--- config.mk ---
export PLATFORM = sky130hd
export DESIGN_NAME = hazard_ctrl_unit
export DESIGN_NICKNAME = d
export VERILOG_FILES = /design/src/rtl/hzd_pkg.sv /design/src/rtl/hzd_bypass_sel.sv /design/src/rtl/hzd_load_use.sv /design/src/rtl/hzd_ctrl_merge.sv /design/src/rtl/hazard_ctrl_unit.sv
export SDC_FILE = /design/constraint.sdc
export NUM_CORES = 1
export LEC_CHECK = 0
export BUFFER_PORTS_ARGS = -buffer_cell sky130_fd_sc_hd__buf_2
export CAP_MARGIN = 20
export CORE_UTILIZATION = 33
export DETAILED_ROUTE_END_ITERATION = 8
export GPL_ROUTABILITY_DRIVEN = 1
export PLACE_DENSITY = 0.81
export SYNTH_ARGS = -nofsm -noshare
export SYNTH_HDL_FRONTEND = slang
export SYNTH_HIERARCHICAL = 1
export SYNTH_SLANG_ARGS = --single-unit
export TNS_END_PERCENT = 10
--- constraint.sdc ---
create_clock -name vclk -period 1.1
set_input_delay 0.11 -clock vclk [all_inputs]
set_output_delay 0.11 -clock vclk [all_outputs]
set_load 0.05 [all_outputs]
--- src/rtl/hzd_pkg.sv ---
package hzd_pkg;

   // operand source chosen for execute
   typedef enum logic [1:0] {
      BYP_RF  = 2'b00,
      BYP_WB  = 2'b01,
      BYP_MEM = 2'b10
   } byp_sel_e;

endpackage

--- src/rtl/hzd_bypass_sel.sv ---
module hzd_bypass_sel #(
   parameter int unsigned REG_W      = 5,
   parameter bit          ZERO_GUARD = 1'b1
) (
   input  logic [REG_W-1:0] src_i,
   input  logic [REG_W-1:0] mem_rd_i,
   input  logic             mem_we_i,
   input  logic [REG_W-1:0] wb_rd_i,
   input  logic             wb_we_i,
   output logic [1:0]       sel_o
);
   import hzd_pkg::*;

   logic src_live;

   generate
      if (ZERO_GUARD) begin : g_zero_guard
         assign src_live = |src_i;
      end else begin : g_no_guard
         assign src_live = 1'b1;
      end
   endgenerate

   logic hit_mem;
   logic hit_wb;

   assign hit_mem = src_live && mem_we_i && (src_i == mem_rd_i);
   assign hit_wb  = src_live && wb_we_i  && (src_i == wb_rd_i);

   // newer producer checked first
   always_comb begin
      if (hit_mem)     sel_o = BYP_MEM;
      else if (hit_wb) sel_o = BYP_WB;
      else             sel_o = BYP_RF;
   end

endmodule

--- src/rtl/hzd_load_use.sv ---
module hzd_load_use #(
   parameter int unsigned REG_W    = 5,
   parameter int unsigned RSEL_W   = 2,
   parameter int unsigned LOAD_BIT = 0,
   parameter int unsigned NUM_SRC  = 2
) (
   input  logic [NUM_SRC-1:0][REG_W-1:0] dec_src_i,
   input  logic [REG_W-1:0]              ex_rd_i,
   input  logic [RSEL_W-1:0]             ex_res_sel_i,
   output logic                          hit_o
);
   localparam logic [RSEL_W-1:0] LOAD_MASK = RSEL_W'(1) << LOAD_BIT;

   logic               is_load;
   logic [NUM_SRC-1:0] src_match;

   assign is_load = (ex_res_sel_i & LOAD_MASK) != '0;

   generate
      for (genvar i = 0; i < NUM_SRC; i++) begin : g_src
         assign src_match[i] = (dec_src_i[i] == ex_rd_i);
      end
   endgenerate

   assign hit_o = is_load && (|src_match);

endmodule

--- src/rtl/hzd_ctrl_merge.sv ---
module hzd_ctrl_merge (
   input  logic load_use_i,
   input  logic redirect_i,
   output logic stall_fetch_o,
   output logic stall_dec_o,
   output logic flush_dec_o,
   output logic flush_ex_o
);
   assign stall_fetch_o = load_use_i;
   assign stall_dec_o   = load_use_i;
   assign flush_dec_o   = redirect_i;
   assign flush_ex_o    = load_use_i | redirect_i;
endmodule

--- src/rtl/hazard_ctrl_unit.sv ---
module hazard_ctrl_unit #(
   parameter int unsigned REG_W      = 5,
   parameter int unsigned RSEL_W     = 2,
   parameter int unsigned LOAD_BIT   = 0,
   parameter bit          ZERO_GUARD = 1'b1
) (
   input  logic [REG_W-1:0]  dec_rs1_i,
   input  logic [REG_W-1:0]  dec_rs2_i,
   input  logic [REG_W-1:0]  ex_rs1_i,
   input  logic [REG_W-1:0]  ex_rs2_i,
   input  logic [REG_W-1:0]  ex_rd_i,
   input  logic [RSEL_W-1:0] ex_res_sel_i,
   input  logic              ex_redirect_i,
   input  logic [REG_W-1:0]  mem_rd_i,
   input  logic              mem_wr_en_i,
   input  logic [REG_W-1:0]  wb_rd_i,
   input  logic              wb_wr_en_i,
   output logic [1:0]        fwd_a_o,
   output logic [1:0]        fwd_b_o,
   output logic              stall_fetch_o,
   output logic              stall_dec_o,
   output logic              flush_dec_o,
   output logic              flush_ex_o
);
   localparam int unsigned NUM_OPND = 2;

   generate
      if (REG_W < 1) begin : g_bad_regw
         $error("hazard_ctrl_unit: REG_W must be at least 1");
      end
      if (LOAD_BIT >= RSEL_W) begin : g_bad_loadbit
         $error("hazard_ctrl_unit: LOAD_BIT outside result-select field");
      end
   endgenerate

   logic [NUM_OPND-1:0][REG_W-1:0] ex_src;
   logic [NUM_OPND-1:0][REG_W-1:0] dec_src;
   logic [NUM_OPND-1:0][1:0]       byp_sel;
   logic                           load_use;

   assign ex_src[0]  = ex_rs1_i;
   assign ex_src[1]  = ex_rs2_i;
   assign dec_src[0] = dec_rs1_i;
   assign dec_src[1] = dec_rs2_i;

   generate
      for (genvar k = 0; k < NUM_OPND; k++) begin : g_opnd
         hzd_bypass_sel #(
            .REG_W      (REG_W),
            .ZERO_GUARD (ZERO_GUARD)
         ) u_byp (
            .src_i    (ex_src[k]),
            .mem_rd_i (mem_rd_i),
            .mem_we_i (mem_wr_en_i),
            .wb_rd_i  (wb_rd_i),
            .wb_we_i  (wb_wr_en_i),
            .sel_o    (byp_sel[k])
         );
      end
   endgenerate

   assign fwd_a_o = byp_sel[0];
   assign fwd_b_o = byp_sel[1];

   hzd_load_use #(
      .REG_W    (REG_W),
      .RSEL_W   (RSEL_W),
      .LOAD_BIT (LOAD_BIT),
      .NUM_SRC  (NUM_OPND)
   ) u_lu (
      .dec_src_i    (dec_src),
      .ex_rd_i      (ex_rd_i),
      .ex_res_sel_i (ex_res_sel_i),
      .hit_o        (load_use)
   );

   hzd_ctrl_merge u_merge (
      .load_use_i    (load_use),
      .redirect_i    (ex_redirect_i),
      .stall_fetch_o (stall_fetch_o),
      .stall_dec_o   (stall_dec_o),
      .flush_dec_o   (flush_dec_o),
      .flush_ex_o    (flush_ex_o)
   );

endmodule

==> results summary, run 1 <==
The flow ran to the end, but the final reports show violations. The checks that failed: setup timing. The worst setup path is of the input pin to output port kind. In this run the standard cell core region covers around 1200 um2.

VDD sags by at most 0.232 mV. In this run, flip-flops and latches consume 0% of the power. In this run the horizontal extent of the chip is 38.3 um. The vertical extent of the die is 38.3 um. The total count of max-transition violations in the final report is 0. The filler-free cell count of the finished design is around 120. The clock network fraction of total power came out at 0%. The internal portion of total power is ~0.19 mW. The count of unresolved DRC violations after routing is 0. The congestion estimate from routability-driven global placement came to between 0.6 and 0.7.

The effective utilization at floorplan came out at between 30% and 40%. The count of standard-cell rows came out at 12. Port buffering added between 40 and 50 buffers. The leakage power came out at between 0.3 and 0.4 nW. In the final layout, flip-flops and latches occupy 0 um2. The net switching power of the design is between 0.15 and 0.2 mW. The number of buffer and inverter stages on the critical path came out at 2. On the worst path, the slowest cell contributes a delay of 0.54 ns.

At the pin with the least slew margin, the transition time is between 0.3 and 0.4 ns. Combinational logic burns 100.0% of the power. The commonest cells after synthesis are xnor2_1, xor2_1, buf_4.

The fraction of layout instances using a drive strength above 1 came out at about two thirds. In this run switching power makes up 48.5% of total power. The synthesized netlist contains 13 unique library cells.

The final count of hold timing violations was 0. Dividing total power by cell area gives a power density of just under 400 nW/um2. The accumulated negative setup slack came out at -0.777 ns.

The die covers 1470 um2. Ranked by total cell area, the synthesized netlist is headed by xnor2_1, xor2_1, buf_4, nand4_1, a2111oi_0. The boundary pin count came out at 48. The initial antenna violation count came out at 0. The clock tree buffer count of the final layout came out at 0. The iteration-0 DRC count of the detailed router came out at 9. The number of cells after detailed placement came out at around 120.

The final HPWL from detailed placement is ~1.2 mm. The maximum fanout along the worst path is 3. The number of flip-flops and latches is 0. The number of standard cells after synthesis is between 50 and 60. The first global-routing pass estimated around 2.3 mm of wire. The largest total area in the synthesized netlist belongs to xnor2_1. The final setup violation count is 4. STA classifies the critical path startpoint as an input pin. The period utilization is 119%. The average via count per standard cell is roughly 4.7. In this design, the largest share of critical-path delay is due to simple AND/OR/NAND/NOR gates. The data required time at the worst endpoint came out at ~0.99 ns. After synthesis, the largest area contributor takes up 44.3% of total cell area. The area of the mapped netlist is about 440 um2. The net count after synthesis came out at between 90 and 100. The total detailed-routing wirelength came out at between 1 and 1.5 mm. The average wire length per cell after detail routing came out at between 10 and 15 um. The minimum clock period is roughly 1.3 ns. The signal on the critical path passes through buf_8 -> or4_4 -> nor2_4 -> and3b_1 -> buf_6. In this run the mean area of a mapped cell was around 7.6 um2. The net total in the final layout is 149. The pin count of the biggest net entering global routing is 4.

The total inserted antenna cells came out at 0. The overall fraction of global-route tracks in use is 21.4%. The maximum operating frequency came out at approximately 770 MHz. The setup slack after layout is -0.207 ns. The routed layout has 569 vias.

The max-capacitance violation count is 0. The dominant cell by count in the synthesized netlist is xnor2_1. The worst max-slew margin expressed relative to the limit came out at approximately 80%. The sequential cell area fraction in the yosys report came out at 0%.

On the critical path, the stage with the largest delay is an instance of or4_4. The design draws roughly 0.36 mW. The total of warnings raised by yosys came out at 6.

The length of the first detailed-routing pass in iterations came out at 4. The cts-stage hold buffer count is 0. Setup repair after global routing could not meet its margin everywhere. The count of nets left with antenna violations once routing finished came out at 0. In this run the worst hold path is classified as input pin to output port. The global route total overflow is 0. The via count of the first global-routing pass came out at 591. The worst setup path is captured at an output port. The critical path data arrival time came out at 1.20 ns. The growth of design area from synthesis to finish came out at 109%.
==> cells by family after synthesis <==
family / after synthesis / share of synthesized area [%]
compound gates: 3 / 5.46
xor+xnor: 30 / 60.3
buf+inv: 5 / 8.62
simple gates: 19 / 25.6
==> power by group through the flow <==
stage | clock network, mW | logic, mW | registers, mW
after detailed placement | 0 | 0.314 | 0
after global routing | 0 | 0.386 | 0
after global placement | 0 | 0.307 | 0
final | 0 | 0.362 | 0
after CTS | 0 | 0.352 | 0
after floorplan | 0 | 0.180 | 0
==> through the flow <==
stage | worst slack, ns | util, % | hold slack (ns) | area (um2)
floorplan | -0.123 | - | 0.387 | 515
global placement | -0.311 | 65.6 | 0.517 | 768
detailed placement | -0.318 | 65.6 | 0.523 | 768
CTS | -0.194 | 75.4 | 0.523 | 883
global route | -0.242 | 77.8 | 0.529 | 911
finish | -0.207 | 77.8 | 0.522 | 911
==> area by class of cell <==
cell class	instances	area [um2]
fillers	83	260
multi-input cells	52	529
well taps	14	17.5
repair buffers	55	364
==> metal layers <==
metal	part of all wire, %	vias to the layer above	wire length (um)	GRT usage [%]
li1	-	288	-	-
met1	41	263	591	24.8
met2	55	18	786	43.6
met3	3.4	0	49	0.581
met4	0	0	0	1.79
met5	0	-	0	0
==> cells in the final DEF, fill, tap and decap left out, types with 3 or more instances in the layout <==
cell type,count
xor2_1,3
xnor2_1,20
buf_4,10
buf_2,36
nand4_1,4
xor2_2,5
nand2_1,4
buf_6,7
==> path summary, 6_finish.rpt <==
kind	start	to	slack, ns	depth (start not counted)
hold / removal	ex_redirect_i	flush_dec_o	0.52	2
setup / recovery	ex_rs2_i[3]	fwd_b_o[1]	-0.21	5
==> timing repair <==
action | 4_1_cts | 5_1_grt
endpoints found under the setup margin | 7 | 7
gates resized for setup | 25 | 7
buffers inserted | 2 | 0
pin swaps | 14 | 1
(Power assumes the default switching activity.)
==> run 2, diff against run 1 <==
Settings changed: SYNTH_HIERARCHICAL 1 to unset.
==> run 2 against run 1 <==
- the flow still finishes with violations (setup timing)
- largest cell class unchanged
- critical endpoint is now fwd_a_o[0]
- worst setup slack worse by 0.020 ns
- non-clock buffer count unchanged
- total power is 2.5% higher
- synthesized area shrank 0.29%
- utilization is 0.75 points lower
- clock-buffer cell count unchanged
- first-iteration DRC count down 33%
==> results summary, run 2 <==
The worst slack after detailed placement was -0.357 ns (was -0.318 ns). The final HPWL from detailed placement came to 1.17 mm (was 1.19 mm). The net total in the final layout came to 150 (was 149). The area of placed instances is 753 um2 (was 768 um2). The chip width was 38.3 um (about the same). The data required time at the worst endpoint came out at 0.99 ns (about the same). The count of vias placed by the detailed router is 610 (was 569). Status: complete, but fails checks (unchanged).

The fraction of layout instances using a drive strength above 1 came out at 64.8% (was 66.4%). The sequential cell area fraction in the yosys report came to 0% (unchanged). The final cell area excluding filler cells is 902 um2 (was 911 um2). The total detailed-routing wirelength is 1.73 mm (was 1.43 mm).

The number of distinct library cells after synthesis is 14 (was 13). The number of flip-flops and latches came out at 0 (unchanged). The effective utilization at floorplan came out at 37.1% (was 37.2%). The via count of the first global-routing pass was 592 (was 591). The total of warnings raised by yosys came out at 0 (was 6). The maximum fanout along the worst path came out at 2 (was 3). Setup repair after global routing missed its margin: true (unchanged).

The average wire length per cell after detail routing came out at 14.2 um (was 11.8 um). The type of the worst setup path is input pin to output port (unchanged). Most frequent cells in the layout: buf_2, xnor2_1, buf_4 (unchanged).

The clock tree buffer count of the final layout came to 0 (unchanged). The overall fraction of global-route tracks in use came out at 20.7% (was 21.4%). The utilization after layout came out at 77.0% (was 77.8%).

The worst max-slew margin expressed relative to the limit came out at 79.8% (was 78.3%). The wire length of the first global-routing pass came out at 2.16 mm (was 2.29 mm). The total count of max-transition violations in the final report is 0 (unchanged). The floorplan core area came to 1170 um2 (unchanged). The final setup violation count came out at 4 (unchanged). The mean instance size in the synthesized netlist came out at 7.62 um2 (was 7.64 um2).

Largest cells by area after synthesis: xnor2_1, xor2_1, buf_4, nand4_1, a2111oi_0 (unchanged). The global route total overflow came out at 0 (unchanged). The boundary pin count is 48 (unchanged). The largest vdd supply drop came to 0.222 mV (was 0.232 mV). The growth of design area from synthesis to finish is 108% (was 109%).

The launching element type of the critical path is an input pin (unchanged). The period utilization is 121% (was 119%). The accumulated negative setup slack is -0.820 ns (was -0.777 ns). The capturing element type of the critical path is an output port (unchanged). The net count after synthesis is 97 (unchanged).

The areal power density over the cells is 411 nW/um2 (was 398 nW/um2). The leading cell type in the layout, fill and taps excluded is buf_2 (unchanged). The minimum clock period came out at 1.33 ns (was 1.31 ns). The iteration-0 DRC count of the detailed router is 6 (was 9). The length of the first detailed-routing pass in iterations is 4 (unchanged). The total of buffers placed on input and output ports is 47 (unchanged). The number of standard cells after synthesis was 57 (unchanged). The actual slew at the worst max-slew pin is 0.303 ns (was 0.323 ns). The startpoint of the worst setup timing path was mem_rd_i[2] (was ex_rs2_i[3]). The cts-stage hold buffer count came out at 0 (unchanged). The vertical extent of the die is 38.3 um (about the same). The critical path data arrival time came out at 1.22 ns (was 1.20 ns). The maximum operating frequency came to 753 MHz (was 765 MHz). The average via count per standard cell was 5.00 (was 4.70). The sequential cell area is 0 um2 (unchanged). Most numerous cell types in the synthesized netlist: xnor2_1, xor2_1, buf_4, nand2_1, nand4_1 (was xnor2_1, xor2_1, buf_4). The biggest area consumer among synthesized cells is xnor2_1 (unchanged). The count of standard-cell rows came out at 12 (unchanged).

The pin count of the biggest net entering global routing is 4 (unchanged). The dominant cell by count in the synthesized netlist is xnor2_1 (unchanged). The number of filler cells placed in the layout came out at 79 (was 83). The initial antenna violation count came to 0 (unchanged).

The area of the mapped netlist is 434 um2 (was 435 um2). The max-capacitance violation count came to 0 (unchanged). The final count of hold timing violations is 0 (unchanged). The number of stages on the worst hold path was 2 (unchanged). The kind of path behind the tightest hold check is input pin to output port (unchanged). The weighted congestion at the end of routability-driven global placement came out at 0.714 (was 0.670). Violations in the final reports: setup timing (unchanged). The total power is 0.371 mW (was 0.362 mW). The leakage power came out at 0.389 nW (was 0.396 nW). The critical path capture point is fwd_a_o[0] (was fwd_b_o[1]). The setup slack after layout is -0.227 ns (was -0.207 ns).

The total inserted antenna cells is 0 (unchanged). The die area is 1460 um2 (was 1470 um2). The top cell type's share of synthesized area is 44.4% (was 44.3%). The count of unresolved DRC violations after routing came to 0 (unchanged). The number of routed nets with antenna violations is 0 (unchanged).
-- run 2: cell types whose count changed after synthesis, sizes merged --
| cell | before | now |
|---|---|---|
| buf | 5 | 4 |
| or2 | 1 | 0 |
| o221ai | 0 | 1 |
| inv | 0 | 1 |
-- run 2: power breakdown --
group	internal [mW]	switching [mW]	leakage (nW)
Combinational	0.184	0.187	0.389
Clock	0	0	0
Sequential	0	0	0
-- run 2: area by class of cell --
class,count,area (um2),area share (%)
timing repair buffer,55,362,40.1
tap,14,17.5,1.94
multi-input combinational,52,519,57.6
inverter,1,3.75,0.416
-- run 2: per-stage QoR --
stage / cells / hold slack [ns]
floorplan: 57 / 0.387
global placement: 121 / 0.523
detailed placement: 121 / 0.525
CTS: 122 / 0.525
global route: 122 / 0.526
finish: 122 / 0.524
-- run 2: metal layers --
metal | share of wire [%] | GRT usage, % | up-vias
li1 | - | - | 293
met1 | 35 | 16.7 | 266
met2 | 56 | 48.3 | 47
met3 | 7.6 | 1.74 | 4
met4 | 1.4 | 5.36 | 0
met5 | 0 | 0 | -
-- run 2: worst min-delay path by stage --
stage                        startpoint          end  slack, ns
after floorplan           ex_redirect_i  flush_dec_o       0.39
after global placement    ex_redirect_i  flush_dec_o       0.52
after detailed placement  ex_redirect_i  flush_dec_o       0.53
after CTS                 ex_redirect_i  flush_dec_o       0.53
after global routing      ex_redirect_i  flush_dec_o       0.53
final                     ex_redirect_i  flush_dec_o       0.52
-- run 2: worst max-delay path, stage by stage --
cell and delay, ns:
buf_2 0.13, xor2_2 0.17, nor4_2 0.08, buf_4 0.14, a2111oi_4 0.38, buf_6 0.21
-- run 2: logic make-up (layout without fill, tap and decap cells) --
family                 after synthesis  count (layout)  share of synthesized area [%]
AND/OR/NAND/NOR                     18              18                           24.2
AO/OA/AOI/OAI                        4               4                           7.49
buffers and inverters                5              56                           7.78
XOR/XNOR                            30              30                           60.5
-- run 2: repair_timing --
item | in CTS | in global routing
resized for setup | 19 | 14
endpoints found under the setup margin | 7 | 7
hold endpoints to repair | 0 | 0
pin swaps | 7 | 11
setup buffers | 1 | 0
gates cloned | 0 | 0
==> run 3, diff against run 2 <==
Settings changed: CORE_MARGIN set to 10.
==> run 3 against run 2 <==
- the flow still finishes with violations (setup timing)
- fmax grew 1.6%
- total power shrank 7.5%
- sequential share of layout area is the same
- critical path type unchanged
==> results summary, run 3 (synthesis results as in run 2) <==
Status: complete, but fails checks (unchanged). Violations in the final reports: setup timing (unchanged). The setup slack after layout came out at -0.207 ns (was -0.227 ns). The boundary pin count came out at 48 (unchanged). The total of buffers placed on input and output ports is 47 (unchanged). The cts-stage hold buffer count came to 0 (unchanged).

The number of buffer and inverter stages on the critical path is 2 (was 3). The total inserted antenna cells is 0 (unchanged). The library cell contributing the largest single delay on the critical path is or4_1 (was a2111oi_4). The max-capacitance violation count is 0 (unchanged). The count of vias placed by the detailed router came out at 593 (was 610). The iteration-0 DRC count of the detailed router is 5 (was 6). The number of routed nets with antenna violations is 0 (unchanged). The kind of path behind the tightest hold check is input pin to output port (unchanged). The number of filler cells placed in the layout came out at 100 (was 79).

Setup repair after global routing missed its margin: true (unchanged). Most frequent cells in the layout: buf_2, xnor2_1, buf_4 (unchanged). The average wire length per cell after detail routing is 14.4 um (was 14.2 um). The count of unresolved DRC violations after routing is 0 (unchanged). The worst hold slack across all endpoints came out at 0.523 ns (was 0.524 ns). The via count of the first global-routing pass came out at 705 (was 592).

The minimum clock period was 1.31 ns (was 1.33 ns). The leakage power came out at 0.389 nW (about the same). The maximum fanout along the worst path came out at 3 (was 2).

The chip width is 56.3 um (was 38.3 um). The length of the first detailed-routing pass in iterations is 4 (unchanged). The total detailed-routing wirelength was 1.80 mm (was 1.73 mm). The launching element type of the critical path is an input pin (unchanged). The global route total overflow is 0 (unchanged).

The die area is 3170 um2 (was 1460 um2). The number of flip-flops and latches is 0 (unchanged). The areal power density over the cells came out at 398 nW/um2 (was 411 nW/um2). The weighted congestion at the end of routability-driven global placement came to 0.783 (was 0.714).

The largest delay contributor family on the critical path was simple AND/OR/NAND/NOR gates (was buffers and inverters). The utilization after layout was 67.9% (was 77.0%). The vertical extent of the die is 56.3 um (was 38.3 um). Cell chain of the critical path: buf_8 -> or4_1 -> nor2_1 -> and3b_1 -> buf_6 (was buf_2 -> xor2_2 -> nor4_2 -> buf_4 -> a2111oi_4 -> buf_6). The overall fraction of global-route tracks in use is 10.4% (was 20.7%). The initial antenna violation count was 0 (unchanged). The effective utilization at floorplan is 34.2% (was 37.1%). The leading cell type in the layout, fill and taps excluded is buf_2 (unchanged).

The largest vdd supply drop is 0.211 mV (was 0.222 mV). The capturing element type of the critical path is an output port (unchanged). The pin count of the biggest net entering global routing is 4 (unchanged). The worst max-slew margin expressed relative to the limit is 79.4% (was 79.8%). The floorplan core area came out at 1270 um2 (was 1170 um2). The total count of max-transition violations in the final report was 0 (unchanged). The final count of hold timing violations came out at 0 (unchanged).

The growth of design area from synthesis to finish is 98.6% (was 108%). The delay contributed by the slowest stage of the critical path is 0.52 ns (was 0.38 ns). The maximum operating frequency came out at 765 MHz (was 753 MHz). The accumulated negative setup slack is -0.797 ns (was -0.820 ns).

The count of standard-cell rows came out at 13 (was 12). The clock tree buffer count of the final layout is 0 (unchanged). The actual slew at the worst max-slew pin is 0.307 ns (was 0.303 ns).

The number of cells after detailed placement is 123 (was 121). The final setup violation count came to 4 (unchanged). The critical path data arrival time came to 1.20 ns (was 1.22 ns). The sequential cell area is 0 um2 (unchanged). The net total in the final layout came out at 152 (was 150). The fraction of layout instances using a drive strength above 1 came to 58.2% (was 64.8%). The average via count per standard cell was 4.74 (was 5.00).

The wire length of the first global-routing pass is 2.93 mm (was 2.16 mm). The period utilization is 119% (was 121%). The data required time at the worst endpoint came to 0.99 ns (about the same). The filler-free cell count of the finished design came out at 125 (was 122). The type of the worst setup path is input pin to output port (unchanged).
[run 3: cell types whose count changed in the layout (fill, tap and decap cells not counted), moves of 2 or more]
cell    before  now
xor2_2       5    1
xor2_1       3    7
nor2_4       2    0
buf_2       34   36
[run 3: where the power goes]
group	leakage (nW)	total [mW]	switching [mW]	internal, mW
registers	0	0	0	0
clock network	0	0	0	0
logic	0.389	0.343	0.165	0.178
[run 3: layout make-up]
cell class | count | area (um2) | area share [%]
timing repair buffer | 57 | 375 | 43.5
inverter | 1 | 3.75 | 0.435
multi-input combinational | 52 | 464 | 53.8
tap | 15 | 18.8 | 2.18
[run 3: final timing paths]
kind          end  cells past startpoint  slack [ns]     startpoint
min   flush_dec_o                      2        0.52  ex_redirect_i
max    fwd_a_o[1]                      5       -0.21    ex_rs1_i[3]
[run 3: metrics by stage]
stage	power [mW]	cell area, um2	worst slack (ns)
6_report	0.343	862	-0.207
3_5_place_dp	0.312	762	-0.283
5_1_grt	0.371	862	-0.276
2_1_floorplan	0.172	478	-0.251
3_3_place_gp	0.304	762	-0.264
4_1_cts	0.333	831	-0.228
[run 3: routing by layer]
| layer | wire, um | track usage, % |
|---|---|---|
| met1 | 663 | 9.52 |
| met3 | 253 | 5.62 |
| met4 | 0 | 0 |
| met5 | 0 | 0 |
| met2 | 888 | 20.6 |
[run 3: timing repair]
action	CTS	global route
gates resized for setup	19	5
gates cloned	0	0
pin swaps	9	6
endpoints found under the setup margin	7	7
setup buffers	1	1
